### src/rtl/sic_pkg.sv
package sic_pkg;
  localparam int unsigned DEF_REG_W  = 64;
  localparam int unsigned DEF_PRI_W  = 32;
  localparam int unsigned DEF_SEC_W  = 8;
  localparam int unsigned DEF_LFSR_W = 16;
  // Galois right-shift taps for x^16+x^14+x^13+x^11+1 (maximal length)
  localparam logic [DEF_LFSR_W-1:0] DEF_LFSR_TAPS = 16'hB400;
  localparam logic [DEF_LFSR_W-1:0] DEF_LFSR_SEED = 16'hACE1;
endpackage

### src/rtl/sic_lfsr.sv
module sic_lfsr #(
  parameter int unsigned   W     = sic_pkg::DEF_LFSR_W,
  parameter int unsigned   OUT_W = sic_pkg::DEF_SEC_W,
  parameter logic [W-1:0]  TAPS  = sic_pkg::DEF_LFSR_TAPS,
  parameter logic [W-1:0]  SEED  = sic_pkg::DEF_LFSR_SEED
) (
  input  logic             clk,
  input  logic             rst,
  output logic [OUT_W-1:0] rnd_o
);
  logic [W-1:0] st_q;

  always_ff @(posedge clk) begin
    if (rst) begin
      st_q <= SEED;
    end else if (st_q[0]) begin
      st_q <= (st_q >> 1) ^ TAPS;
    end else begin
      st_q <= st_q >> 1;
    end
  end

  assign rnd_o = st_q[OUT_W-1:0];
endmodule

### src/rtl/sic_primary.sv
module sic_primary #(
  parameter int unsigned PRI_W = sic_pkg::DEF_PRI_W
) (
  input  logic             clk,
  input  logic             rst,
  input  logic             wr_en,
  input  logic [PRI_W-1:0] wr_val,
  input  logic             load_i,
  input  logic             evt_i,
  input  logic [PRI_W-1:0] reload_i,
  output logic [PRI_W-1:0] cnt_o,
  output logic             hit_o
);
  localparam logic [PRI_W-1:0] ONE = PRI_W'(1);

  logic [PRI_W-1:0] cnt_q;
  logic             nz;

  assign nz    = |cnt_q;
  assign hit_o = evt_i && (cnt_q == ONE);

  always_ff @(posedge clk) begin
    if (rst) begin
      cnt_q <= '0;
    end else if (wr_en) begin
      cnt_q <= wr_val;
    end else if (load_i) begin
      cnt_q <= reload_i;
    end else if (evt_i && nz) begin
      cnt_q <= hit_o ? reload_i : cnt_q - ONE;
    end
  end

  assign cnt_o = cnt_q;
endmodule

### src/rtl/sic_secondary.sv
module sic_secondary #(
  parameter int unsigned SEC_W  = sic_pkg::DEF_SEC_W,
  parameter bit          EXT_EN = 1'b1
) (
  input  logic             clk,
  input  logic             rst,
  input  logic             wr_en,
  input  logic [SEC_W-1:0] wr_val,
  input  logic             evt_i,
  input  logic             arm_i,
  input  logic [SEC_W-1:0] seed_i,
  output logic [SEC_W-1:0] cnt_o,
  output logic             hit_o
);
  generate
    if (EXT_EN) begin : g_sec
      localparam logic [SEC_W-1:0] ONE = SEC_W'(1);
      logic [SEC_W-1:0] cnt_q;

      assign hit_o = evt_i && (cnt_q == ONE);

      always_ff @(posedge clk) begin
        if (rst) begin
          cnt_q <= '0;
        end else if (wr_en) begin
          cnt_q <= wr_val;
        end else if (arm_i) begin
          cnt_q <= seed_i;
        end else if (evt_i && (|cnt_q)) begin
          cnt_q <= cnt_q - ONE;
        end
      end

      assign cnt_o = cnt_q;
    end else begin : g_nosec
      logic unused_sec;
      assign unused_sec = ^{clk, rst, wr_en, wr_val, evt_i, arm_i, seed_i};
      assign cnt_o = '0;
      assign hit_o = 1'b0;
    end
  endgenerate
endmodule

### src/rtl/samp_interval_ctr.sv
module samp_interval_ctr #(
  parameter int unsigned REG_W      = sic_pkg::DEF_REG_W,
  parameter int unsigned PRI_W      = sic_pkg::DEF_PRI_W,
  parameter int unsigned SEC_W      = sic_pkg::DEF_SEC_W,
  parameter int unsigned LFSR_W     = sic_pkg::DEF_LFSR_W,
  parameter bit          EXT_RND_EN = 1'b1,
  localparam int unsigned RND_W     = SEC_W,
  localparam int unsigned INTV_W    = PRI_W - RND_W,
  localparam int unsigned MID_W     = REG_W - PRI_W - SEC_W
) (
  input  logic              clk,
  input  logic              rst,
  input  logic              enable,
  input  logic              pop_evt,
  input  logic [INTV_W-1:0] interval,
  input  logic              rnd_en,
  input  logic              xrnd_mode,
  input  logic              wr_en,
  input  logic [REG_W-1:0]  wr_data,
  output logic [REG_W-1:0]  rd_data,
  output logic              sel_pulse
);
  logic             en_q;
  logic             sel_q;
  logic [RND_W-1:0] rnd_byte;
  logic [PRI_W-1:0] pri_cnt;
  logic [SEC_W-1:0] sec_cnt;
  logic [PRI_W-1:0] reload_val;
  logic             pri_hit;
  logic             sec_hit;
  logic             xr_eff;
  logic             start_load;
  logic             evt_cnt;
  logic             arm;
  logic             sel_d;

  sic_lfsr #(
    .W     (LFSR_W),
    .OUT_W (RND_W)
  ) u_lfsr (
    .clk   (clk),
    .rst   (rst),
    .rnd_o (rnd_byte)
  );

  assign xr_eff     = EXT_RND_EN && xrnd_mode;
  assign reload_val = {interval, (rnd_en && !xr_eff) ? rnd_byte : {RND_W{1'b0}}};
  assign start_load = enable && !en_q && (pri_cnt == '0) && !wr_en;
  assign evt_cnt    = enable && pop_evt && !wr_en && !start_load;

  sic_primary #(
    .PRI_W (PRI_W)
  ) u_pri (
    .clk      (clk),
    .rst      (rst),
    .wr_en    (wr_en),
    .wr_val   (wr_data[PRI_W-1:0]),
    .load_i   (start_load),
    .evt_i    (evt_cnt),
    .reload_i (reload_val),
    .cnt_o    (pri_cnt),
    .hit_o    (pri_hit)
  );

  assign arm = pri_hit && rnd_en && xr_eff;

  sic_secondary #(
    .SEC_W  (SEC_W),
    .EXT_EN (EXT_RND_EN)
  ) u_sec (
    .clk    (clk),
    .rst    (rst),
    .wr_en  (wr_en),
    .wr_val (wr_data[REG_W-1 -: SEC_W]),
    .evt_i  (evt_cnt),
    .arm_i  (arm),
    .seed_i (rnd_byte),
    .cnt_o  (sec_cnt),
    .hit_o  (sec_hit)
  );

  assign sel_d = sec_hit || (pri_hit && !arm) || (arm && (rnd_byte == '0));

  always_ff @(posedge clk) begin
    if (rst) begin
      en_q  <= 1'b0;
      sel_q <= 1'b0;
    end else begin
      en_q  <= enable;
      sel_q <= sel_d;
    end
  end

  assign rd_data   = {sec_cnt, {MID_W{1'b0}}, pri_cnt};
  assign sel_pulse = sel_q;
endmodule

### config.mk
export PLATFORM = sky130hd
export DESIGN_NAME = samp_interval_ctr
export DESIGN_NICKNAME = d
export VERILOG_FILES = /design/src/rtl/sic_pkg.sv /design/src/rtl/sic_lfsr.sv /design/src/rtl/sic_primary.sv /design/src/rtl/sic_secondary.sv /design/src/rtl/samp_interval_ctr.sv
export SDC_FILE = /design/constraint.sdc
export NUM_CORES = 1
export LEC_CHECK = 0
export ABC_AREA = 1
export BUFFER_PORTS_ARGS = -buffer_cell sky130_fd_sc_hd__buf_4
export CAP_MARGIN = 20
export CORE_ASPECT_RATIO = 0.8
export CORE_MARGIN = 2
export CORE_UTILIZATION = 54
export CTS_CLUSTER_DIAMETER = 60
export DETAILED_ROUTE_END_ITERATION = 12
export MAX_ROUTING_LAYER = met4
export PLACE_DENSITY = 0.87
export SYNTH_ARGS = -nofsm -noshare
export SYNTH_HDL_FRONTEND = slang
export SYNTH_SLANG_ARGS = --single-unit
export TNS_END_PERCENT = 1
### constraint.sdc
create_clock -name clk -period 2.7 [get_ports clk]
set_input_delay 0.54 -clock clk [delete_from_list [all_inputs] [get_ports clk]]
set_output_delay 0.54 -clock clk [all_outputs]
set_load 0.01 [all_outputs]
==> reports/metrics.yaml <==
status: "finished, final reports clean"
htree_levels: 3
ys_types: 37
grt_use_total_pct: 30.40
cp_slowest_cell: "dfxtp_1"
worstMarginPinSlew_ns: 0.6617
cts_max_path_buffers: 2
n_fill_cell: 732
endpoint_kind: "flop"
cts_root_buffer: "clkbuf_8"
fin_nets: 877
cp.required_ns: 2.92
postCtsSetupBuffers: 0
rrSetupSlack_ns: 0.21
drive_gt1_share_pct: 20.72
cap_violations: 0
finalPower_mw: 2.533
ys.warnings.count: 0
setup_viol: 0
p_leak_nw: 2.554
grt_pass1_wl_microns: 21160
initialDrtViolationCount: 318
ys_async_sr_fraction_pct: 0
post-route-cell-area_sq_um: 5271
num_vias: 4815
cp_max_fo: 14
slowest_delay_ns: 0.50
worst-setup-path-type: "flop to flop"
timing.fmax_mhz: 402.0
dpl-instance-area_sq_um: 5095
drt-wirelength-per-cell_microns: 14.66
ir_worst_vdd_v: 0.0004109
syn_area_sq_um: 4319
gp_congestion: 0.9703
use_met3_pct: 6.557
stdcell_count: 890
die_y_microns: 83.99
dieArea_sq_um: 8734
finalCriticalPeriod_ns: 2.487
numClockSinks: 58
core_area_sq_um: 7838
initial_core_util_pct: 55.11
layout_common_cells: "nand2_1, buf_4, nor2_1"
period_share_pct: 92.12
grt_overflow: 0
finalSetupTns_ns: 0
power_density_nw_per_um2: 480.6
grt_pass1_vias: 4421
pin_count: 160
slew_headroom_pct: 55.84
clk_pin_slew_ns: 0.07
whs_ns: 0.4129
cts_tree: "done"
min_path_type: "flop to flop"
met1_usage_pct: 40.39
dp_hpwl_microns: 9534
dp_cells: 874
die_x_microns: 104.0
area_growth_pct: 22.05
seq_area_frac_synth_pct: 26.88
syn_inst: 679
routed_wl_microns: 13050
drt-pass1-iter-count: 4
insertedDiodeCount: 0
crit_path_frequent_cell: "nand2_1"
hold_viol: 0
hold_buffers: 0
clock_skew_ns: 0.007987
grt-busiest-layer: "met2"
clk_latency_ns: 0.34
syn_avg_cell_area_sq_um: 6.361
met2_usage_pct: 47.19
start_kind: "flop"
rsz0062_at_grt: "no"
cp.arrival_ns: 2.70
drv_slew: 0
final_common_cell: "nand2_1"
drc: 0
port_buffers: 111
rows: 29
ys_ff_latch: 58
synth_flop_cell: "dfxtp_1"
routed_via_density: 5.410
numCtsBuffers: 9
antenna_found_initial: 0
crit_chain: "inv_1, ha_1, nand2_1, nor2_1, nand2_1, nor2_4, nand3_4, nand3_2, nor2_1, nand2_1, nand2_1, nand2_1, nand2_1, a21oi_1"
grt_max_degree: 37
synth_edf_count: 0
ant_nets: 0
[cells by family after synthesis]
family / share of synthesized area, %
simple gates: 34.41
compound gates: 17.18
buf+inv: 14.31
flops: 26.88
xor+xnor: 5.678
fa+ha+maj: 1.448
other cells: 0.08682
[repair_timing]
item	4_1_cts	5_1_grt
gates resized for setup	0	1
hold endpoints to repair	0	0
setup endpoints to repair	0	18
[synthesized netlist by cell type (7+ instances only)]
cell      count  area [sq um]
nor2_2        7         43.79
inv_1        73         274.0
dfxtp_1      58          1161
buf_4        27         202.7
nor2_1       84         315.3
a22oi_1       7         52.55
nand2_1     144         540.5
o21ai_0      46         230.2
xnor2_1      16         140.1
a21oi_1      46         230.2
xor2_1       12         105.1
clkbuf_1     15         56.30
nand4_1      10         62.56
nand3_1      53         265.3
o211ai_1     13         97.59
[metrics by stage]
step / setup slack (ns) / utilization (%)
after floorplan: 0.7762 / -
after global placement: 0.2419 / 65.01
after detailed placement: 0.1841 / 65.01
after CTS: 0.1575 / 67.19
after global routing: 0.06815 / 67.26
final: 0.2127 / 67.26
[power by group]
group | internal (mW) | total [mW] | switching, mW
registers | 0.925 | 1.02 | 0.0914
logic | 0.333 | 0.785 | 0.452
clock network | 0.353 | 0.732 | 0.379
total | 1.61 | 2.53 | 0.922
[registers in the layout, indices dropped and copies added, names as in the netlist]
signal       count
u_pri.cnt_o     32
u_lfsr.st_q     16
u_sec.cnt_o      8
en_q             1
sel_pulse        1
[final cells by class]
type,count,area [sq um],area share [%]
flip-flops and latches,58,1161,22.03
multi-input cells,516,2631,49.92
well taps,108,135.1,2.563
inverters,75,281.5,5.341
repair buffers,117,890.9,16.90
clock inverters,5,30.03,0.5697
clock buffers,11,141.4,2.682
[per-layer routing]
| layer | vias to the layer above | share of wire (%) |
|---|---|---|
| met5 | - | 0 |
| met4 | 0 | 1.0 |
| met3 | 11 | 8.1 |
| met2 | 215 | 46 |
| met1 | 2229 | 45 |
| li1 | 2360 | - |
[worst max-delay path: cells and delay by family (launching register included)]
kind	cells	cell delay (ns)
AND/OR/NAND/NOR	11	1.34
AO/OA/AOI/OAI	1	0.06
flip-flops	1	0.50
buffers and inverters	1	0.18
adder cells (fa/ha/maj)	1	0.28
[path summary, 6_finish.rpt]
path | from | endpoint | depth (start not counted)
min | u_lfsr.st_q[9] | u_lfsr.st_q[8] | 2
max reg2reg | u_pri.cnt_o[0] | u_sec.cnt_o[0] | 14
max | u_pri.cnt_o[0] | u_sec.cnt_o[0] | 14
min reg2reg | u_lfsr.st_q[9] | u_lfsr.st_q[8] | 2
No activity file was read; power rests on OpenSTA's default activity.
